**src/rtl/cdbu_pkg.sv**
```systemverilog
package cdbu_pkg;
  localparam int WORD_W = 32;
  localparam int IADDR_W = 24;
  localparam int CNT_W = 5;

  typedef struct packed {
    logic [CNT_W-1:0]   cnt;
    logic               rsv;
    logic               fixed;
    logic               wrap;
    logic [IADDR_W-1:0] addr;
  } cdbu_hdr_t;
endpackage

```
**src/rtl/cdbu_slots.sv**
```systemverilog
module cdbu_slots #(
  parameter int DEPTH = 64,
  parameter int DW = 32,
  localparam int IW = $clog2(DEPTH)
) (
  input  logic             clk,
  input  logic             rst_n,
  input  logic             wr_en,
  input  logic [IW-1:0]    wr_idx,
  input  logic [DW-1:0]    wr_data,
  input  logic [IW-1:0]    rd_idx,
  input  logic             clr_en,
  output logic [DW-1:0]    rd_data,
  output logic             rd_ok,
  output logic [DEPTH-1:0] full_vec
);
  logic [DW-1:0]    mem [DEPTH];
  logic [DEPTH-1:0] full_q, full_d;

  always_ff @(posedge clk) begin
    if (wr_en) mem[wr_idx] <= wr_data;
  end

  always_comb begin
    full_d = full_q;
    if (clr_en) full_d[rd_idx] = 1'b0;
    if (wr_en)  full_d[wr_idx] = 1'b1;
  end

  always_ff @(posedge clk or negedge rst_n) begin
    if (!rst_n) full_q <= '0;
    else        full_q <= full_d;
  end

  assign rd_data  = mem[rd_idx];
  assign rd_ok    = full_q[rd_idx];
  assign full_vec = full_q;
endmodule

```
**src/rtl/cdbu_parse.sv**
```systemverilog
module cdbu_parse
  import cdbu_pkg::*;
#(
  parameter int IW = 6
) (
  input  logic               clk,
  input  logic               rst_n,
  input  logic [WORD_W-1:0]  slot_data,
  input  logic               slot_ok,
  input  logic               out_ready,
  output logic [IW-1:0]      rd_ptr,
  output logic               consume,
  output logic               hdr_phase,
  output logic               out_valid,
  output logic [IADDR_W-1:0] out_addr,
  output logic [WORD_W-1:0]  out_data
);
  cdbu_hdr_t hdr;
  logic               in_pkt_q, in_pkt_d;
  logic [IW-1:0]      ptr_q, ptr_d;
  logic [CNT_W-1:0]   left_q, left_d;
  logic [IADDR_W-1:0] addr_q, addr_d;
  logic               step_q, step_d;
  logic               wrap_q, wrap_d;
  logic               ov_q, ov_d;
  logic [IADDR_W-1:0] oa_q, oa_d;
  logic [WORD_W-1:0]  od_q, od_d;
  logic               out_free, take;

  assign hdr      = cdbu_hdr_t'(slot_data);
  assign out_free = !ov_q || out_ready;
  assign take     = slot_ok && (!in_pkt_q || out_free);

  always_comb begin
    in_pkt_d = in_pkt_q;
    ptr_d    = ptr_q;
    left_d   = left_q;
    addr_d   = addr_q;
    step_d   = step_q;
    wrap_d   = wrap_q;
    ov_d     = ov_q && !out_ready;
    oa_d     = oa_q;
    od_d     = od_q;
    if (take) begin
      if (!in_pkt_q) begin
        if (hdr.cnt == '0) begin
          ptr_d = hdr.wrap ? '0 : ptr_q + IW'(1);
        end else begin
          in_pkt_d = 1'b1;
          left_d   = hdr.cnt;
          addr_d   = hdr.addr;
          step_d   = !hdr.fixed;
          wrap_d   = hdr.wrap;
          ptr_d    = ptr_q + IW'(1);
        end
      end else begin
        ov_d   = 1'b1;
        oa_d   = addr_q;
        od_d   = slot_data;
        addr_d = addr_q + {{(IADDR_W-1){1'b0}}, step_q};
        left_d = left_q - CNT_W'(1);
        if (left_q == CNT_W'(1)) begin
          in_pkt_d = 1'b0;
          ptr_d    = wrap_q ? '0 : ptr_q + IW'(1);
        end else begin
          ptr_d = ptr_q + IW'(1);
        end
      end
    end
  end

  always_ff @(posedge clk or negedge rst_n) begin
    if (!rst_n) begin
      in_pkt_q <= 1'b0;
      ptr_q    <= '0;
      left_q   <= '0;
      addr_q   <= '0;
      step_q   <= 1'b0;
      wrap_q   <= 1'b0;
      ov_q     <= 1'b0;
      oa_q     <= '0;
      od_q     <= '0;
    end else begin
      in_pkt_q <= in_pkt_d;
      ptr_q    <= ptr_d;
      left_q   <= left_d;
      addr_q   <= addr_d;
      step_q   <= step_d;
      wrap_q   <= wrap_d;
      ov_q     <= ov_d;
      oa_q     <= oa_d;
      od_q     <= od_d;
    end
  end

  assign rd_ptr    = ptr_q;
  assign consume   = take;
  assign hdr_phase = !in_pkt_q;
  assign out_valid = ov_q;
  assign out_addr  = oa_q;
  assign out_data  = od_q;
endmodule

```
**src/rtl/cdbu_unpacker.sv**
```systemverilog
module cdbu_unpacker
  import cdbu_pkg::*;
#(
  parameter int DEPTH = 64,
  localparam int IW = $clog2(DEPTH)
) (
  input  logic               clk,
  input  logic               rst_n,
  input  logic               host_we,
  input  logic [IW-1:0]      host_idx,
  input  logic [WORD_W-1:0]  host_data,
  output logic               reg_valid,
  input  logic               reg_ready,
  output logic [IADDR_W-1:0] reg_addr,
  output logic [WORD_W-1:0]  reg_data
);
  logic [WORD_W-1:0] slot_data;
  logic              slot_ok;
  logic [IW-1:0]     rd_ptr;
  logic              consume;
  logic              hdr_phase;
  logic [DEPTH-1:0]  full_vec;

  cdbu_slots #(.DEPTH(DEPTH), .DW(WORD_W)) u_slots (
    .clk      (clk),
    .rst_n    (rst_n),
    .wr_en    (host_we),
    .wr_idx   (host_idx),
    .wr_data  (host_data),
    .rd_idx   (rd_ptr),
    .clr_en   (consume),
    .rd_data  (slot_data),
    .rd_ok    (slot_ok),
    .full_vec (full_vec)
  );

  cdbu_parse #(.IW(IW)) u_parse (
    .clk       (clk),
    .rst_n     (rst_n),
    .slot_data (slot_data),
    .slot_ok   (slot_ok),
    .out_ready (reg_ready),
    .rd_ptr    (rd_ptr),
    .consume   (consume),
    .hdr_phase (hdr_phase),
    .out_valid (reg_valid),
    .out_addr  (reg_addr),
    .out_data  (reg_data)
  );
endmodule

```
**config.mk**
```make
export PLATFORM = sky130hd
export DESIGN_NAME = cdbu_unpacker
export DESIGN_NICKNAME = d
export VERILOG_FILES = /design/src/rtl/cdbu_pkg.sv /design/src/rtl/cdbu_slots.sv /design/src/rtl/cdbu_parse.sv /design/src/rtl/cdbu_unpacker.sv
export SDC_FILE = /design/constraint.sdc
export NUM_CORES = 2
export LEC_CHECK = 0
export ABC_AREA = 1
export BUFFER_PORTS_ARGS = -buffer_cell sky130_fd_sc_hd__buf_2
export CAP_MARGIN = 20
export CORE_UTILIZATION = 40
export DETAILED_ROUTE_END_ITERATION = 16
export MAX_ROUTING_LAYER = met4
export SLEW_MARGIN = 10
export SYNTH_ARGS = -nofsm -noshare
export SYNTH_HDL_FRONTEND = slang
export SYNTH_SLANG_ARGS = --single-unit
```
**constraint.sdc**
```tcl
create_clock -name clk -period 2.8 [get_ports clk]
set_input_delay 0.28 -clock clk [delete_from_list [all_inputs] [get_ports clk]]
set_output_delay 0.28 -clock clk [all_outputs]
set_load 0.01 [all_outputs]
```
# Word level (Yosys, flattened, before mapping)
# Memory sizes are Yosys's and may differ from the RTL's.
# Cells that the tools add are included.
# W data, S select, Z words.
# word_totals
register_bits,159
romBits,0
output_inout_bits,57
mem_count,1
ramBits,2048
in_bits,42
elab_cells,63
latch_bits,0
# mem_list
memory,depth,width,read_ports,rd_clocked_by_memory_dff,wr,line_no,source
u_slots.mem,64,32,1,0,1,cdbu_slots.sv:17,logic [DW-1:0] mem [DEPTH];
# classes
multipliers,0
magnitude_cmp,4
bitwise_logic,5
n_eq_ne,2
n_addsub,3
mux,24
div,0
reduce_logical,14
shifts,0
# op_table
op,count
$mux W64,2
$and A64 B64 Y64,1
$not A64 Y64,1
$or A64 B64 Y64,1
$mux W24,2
$mux W6,5
$add A24 B1 Y24,1
$lt A6 B7 Y1 const B,2
$demux W1 S6,2
$ge A6 B1 Y1 const B,2
$mux W1,10
$mux W5,2
$add A6 B1 Y6 const B,1
$bmux W1 S6,1
$eq A5 B1 Y1 const B,1
$logic_not A5 Y1,1
$sub A5 B1 Y5 const B,1
$logic_and A1 B1 Y1,4
$logic_not A1 Y1,4
$reduce_and A2 Y1,2
$reduce_and A3 Y1,1
$logic_or A1 B1 Y1,2
$ne A2 B1 Y1 const B,1
$not A1 Y1,2

# Longest topological paths before layout
# logic_depth
depth_word,9
mapped_depth,21
ltp_nobuf,16

# Hierarchy
# A second synthesis with hierarchy kept.
# hier_totals
hier_cells,9473
area_unflattened_um2,93856.3
# modules_own_cells
mod,cells_per_inst,area_each_um2,instances
cdbu_slots,8854,89094.2,1
cdbu_parse,619,4762.1,1

# Worst setup path before layout
# Ideal clock, no wire load.
# synth_path
path_type,in2reg
from,in host_we
to,"mem u_slots.mem[62][0], enable pin"
required_time_ns,2.379
arrival_time_ns,2.249
path_stages,5
setup_time_ns,0.421
path_slack_ns,0.130
cell_sequence,inv_1 -> nor2_1 -> nand3_1 -> clkbuf_1 -> nor2_1
# synth_via
elab_chain_cells,2
# synth_lines
item,line_no,source
start: declaration,cdbu_unpacker.sv:9,"input logic host_we,"
$mux W1,cdbu_slots.sv:21,if (wr_en) mem[wr_idx] <= wr_data;
$mux W1 (implied by the code),cdbu_slots.sv:21,
end: declaration,cdbu_slots.sv:17,
# No other way between the ends.

# Worst setup path in the final report
# layout_path
from,"reg u_parse.ptr_q[0], in the netlist u_parse.rd_ptr[0]"
to,"reg u_parse.od_q[26], in the netlist u_parse.out_data[26]"
# layout_via
elab_chain_cells,4
elab_cells_between_ends,5
classes_between,mux: 2; reduce/logical: 2; memory: 1
# layout_lines
item,line_no,source
start: declaration,cdbu_parse.sv:20,"logic [IW-1:0] ptr_q, ptr_d;"
start signal: assignment,cdbu_parse.sv:85,ptr_q <= ptr_d;
$bmux W1 S6,cdbu_slots.sv:36,assign rd_ok = full_q[rd_idx];
$mux W1 (implied by the code),cdbu_slots.sv:36,
$logic_and A1 B1 Y1,cdbu_parse.sv:32,assign take = slot_ok && (!in_pkt_q || out_free);
$reduce_and A2 Y1 (no source line),--,
end signal: assignment,cdbu_parse.sv:82,od_q <= '0;
end signal: assignment,cdbu_parse.sv:92,od_q <= od_d;
end: declaration,cdbu_parse.sv:27,"logic [WORD_W-1:0] od_q, od_d;"
# Several ways; a longest one is shown, not always the timed one. The select of a mux whose other input is x is not followed.
# A chain may end at the register's enable or synchronous reset.

==> metrics.txt <==
Startpoint Class=flip-flop; final hold violations=0; ranking of synthesized cells by area=edfxtp_1, nand2_1, dfrtp_1; CTS root buf=clkbuf_16; final setup vio count=4; Post-Syn Area=89400 um^2; # IOs=99; CP arrival=3.63 ns; crit end category=flip-flop; final layout net count=8542; fill cell count=19100; vias per cell=between 5 and 6; share of layout cells above drive strength 1=~17%; clk_lat worst skew=0.87 ns; #FFs+latches synth=between 2000 and 2500; Final WS setup=-0.0635 ns; path type of the worst min-delay path=input port to flip-flop; fin crit period=2.86 ns; Num CTS Buffers=216; max cap viols=0; Worst VDD drop=0.651 mV; grt ovf=0; synthesis-to-layout area growth=23.0%; IO Port Bufs=98; global-route wire length before repair=420 mm; Critical Path Fanout Max=12; most frequent CP cell=buf_12; static leakage=41.9 nW; Final Cell Area=110000 um^2; power density over the cells=938 nW/um^2; detailed placer's ending HPWL=177 mm; Die Wd=roughly 470 um; core area=between 200000 and 250000 um^2; clock skew=0.0377 ns; Syn Inst Count=7859; Pwr Total=just over 100 mW; fin cells=11700; fin util=49.5%; max-slew violation count=0; Area after DPL=roughly 100000 um^2; Synth warnings=0; critical path's slowest cell=dfrtp_4; routed via count=63800; worst rel slew slack=31.4%; Clock Sinks=2207; WL final=301 mm; Post-DRT Antenna Nets=0; Yosys top cell by area=edfxtp_1; worst hold margin=0.0558 ns; Die Ht=475 um; Post-synth EDFFs=2048; status=complete, but fails checks; sequential-to-total area share from yosys stat=73.2%; clock buffer depth=3; FFs w/ async S/R, synth=7.20%; DR WL/cell=25.9 um; top cell type's share of synthesized area=68.8%; Clock transition at path regs=0.06 ns; CTS tree=done; worst path cell trace=inv_12, buf_12, buf_12, nor2_4, buf_6, buf_12, buf_4, buf_4, a22o_1, o31ai_4, nand2_2, nor2_4, nand2_4, nand2_2, nand2_1; Req. time, crit path=around 3.6 ns; Avg Inst Size Synth=11.4 um^2; H-tree Lvls=4; initial core utilization=40.2%; Final Cycle Share=102%; Top FF cell, synth=edfxtp_1; Initial DRC Count=8468; vias in the first global route=59600; commonest cells in the netlist=nand2_1, edfxtp_1, a21oi_1, o21ai_0, nor2_1; initial antenna violation count=13; worst slew pin tran=about 1.0 ns; FP Rows=173; RSZ-0062 raised after global routing=true; die area=roughly 230000 um^2; DR pass1 iterations=6; total track usage=between 20% and 30%; kind of critical path=flip-flop to flip-flop; synth unique cells=40; failing checks=setup timing; crit-path max cell delay=roughly 0.55 ns; placed cell count=11100; Max Clk Rate=0.349 GHz; Syn Nets=~8000; GPL Wtd Cong=roughly 0.92; largest net degree at the start of global routing=71; DRC violations left=0; most common cell in the synthesized netlist=nand2_1
==> per-layer routing <==
layer  GRT usage [%]  up-vias  share of wire (%)
met5               -        -                  0
met4            9.39        0                4.0
met3            3.84      527                 10
met2            40.8     3641                 46
met1            36.0    31600                 40
li1                -    28100                  -
==> worst paths after layout <==
check                                                         to  slack (ns)                            start  cells past startpoint
worst max-delay path            u_parse.out_data[26]$_DFFE_PN0P_       -0.06    u_parse.rd_ptr[0]$_DFFE_PN0N_                     15
worst min-delay path               u_slots.mem[60][18]$_DFFE_PP_        0.06                    host_data[18]                      1
worst max register to register  u_parse.out_data[26]$_DFFE_PN0P_       -0.06    u_parse.rd_ptr[0]$_DFFE_PN0N_                     15
worst min register to register   u_parse.out_addr[9]$_DFFE_PN0P_        0.48  u_parse.out_addr[9]$_DFFE_PN0P_                      2
max in group asynchronous          u_parse.rd_ptr[2]$_DFFE_PN0N_        0.93                            rst_n                      4
min in group asynchronous         u_slots.full_vec[43]$_DFF_PN0_        0.55                            rst_n                      3
==> what timing repair did <==
item / 4_1_cts / 5_1_grt
hold buffers: 22 / 0
pin swaps: 11 / 84
setup endpoints to repair: 152 / 156
resized for setup: 148 / 317
cloned: 9 / 29
setup buffers: 11 / 58
hold endpoints to repair: 592 / 0
==> power by group <==
group | leakage, nW | total [mW] | switching, mW | internal (mW)
clock | 3.35 | 28.6 | 12.8 | 15.8
combinational | 18.1 | 37.1 | 22.8 | 14.3
sequential | 20.5 | 37.5 | 0.588 | 37.0
total | 41.9 | 103 | 36.2 | 67.0
==> registers in the layout (all words and copies together) (netlist names) <==
| signal | cells |
|---|---|
| u_slots.mem | 2048 |
| u_slots.full_vec | 64 |
| u_parse.out_data | 32 |
| u_parse.step_q | 1 |
| u_parse.left_q | 5 |
| u_parse.in_pkt_q | 1 |
| u_parse.wrap_q | 1 |
| u_parse.rd_ptr | 6 |
| u_parse.out_addr | 24 |
| u_parse.addr_q | 24 |
| u_parse.out_valid | 1 |
==> worst max-delay path: cells and delay by family, from the launching register on <==
family	cells	cell delay, ns
flops	1	0.55
compound gates	2	0.53
simple gates	6	0.70
buf+inv	7	0.95
==> placed cells by master (no fill, tap or decap), types with 15 or more instances in the layout <==
cell type      instances
a21oi_1              380
buf_6                 35
edfxtp_1            2048
nand2_4               29
xor2_1                16
nand2_2              123
o21ai_1               51
a22oi_1               96
buf_16                16
clkbuf_1              48
inv_1                198
nor2_1               162
nand4_1               67
clkbuf_16            245
buf_4                380
buf_2                 97
clkinv_2              41
buf_12               235
o21ai_0              260
clkinv_1              45
nor2_2                21
nand3_1              148
nand2_1             3348
nand3b_1              73
nor2_4               111
or2_2                 61
dlygate4sd3_1         22
bufinv_16             15
dfrtp_1              156
==> final cells by class <==
cell class | instances | area (um^2) | area share [%]
well taps | 2975 | 3720 | 3.38
repair buffers | 831 | 10200 | 9.24
diodes | 5 | 12.5 | 0.0114
clock buffers | 271 | 5680 | 5.17
flip-flops and latches | 2207 | 65500 | 59.5
multi-input cells | 5035 | 22900 | 20.8
inverters | 204 | 815 | 0.741
clock inverters | 124 | 1220 | 1.11
==> stage by stage <==
| step | setup TNS, ns | setup slack [ns] |
|---|---|---|
| 3_3_place_gp | -10.71 | -0.873 |
| 3_5_place_dp | -11.52 | -0.861 |
| 4_1_cts | -0.338 | -0.0491 |
| 6_report | -0.0789 | -0.0635 |
| 2_1_floorplan | 0 | 0.130 |
| 5_1_grt | -1.81 | -0.0860 |
==> cells by family (layout without fill, tap and decap cells) <==
group / Yosys count / in the layout / synth area share (%)
AO/OA/AOI/OAI: 821 / 821 / 4.96
XOR/XNOR: 20 / 20 / 0.196
AND/OR/NAND/NOR: 4188 / 4189 / 18.6
buffers and inverters: 618 / 1430 / 3.01
adder cells (fa/ha/maj): 5 / 5 / 0.0699
other: 0 / 5 / 0
flip-flops: 2207 / 2207 / 73.2
Power figures use the tool's default switching activity.
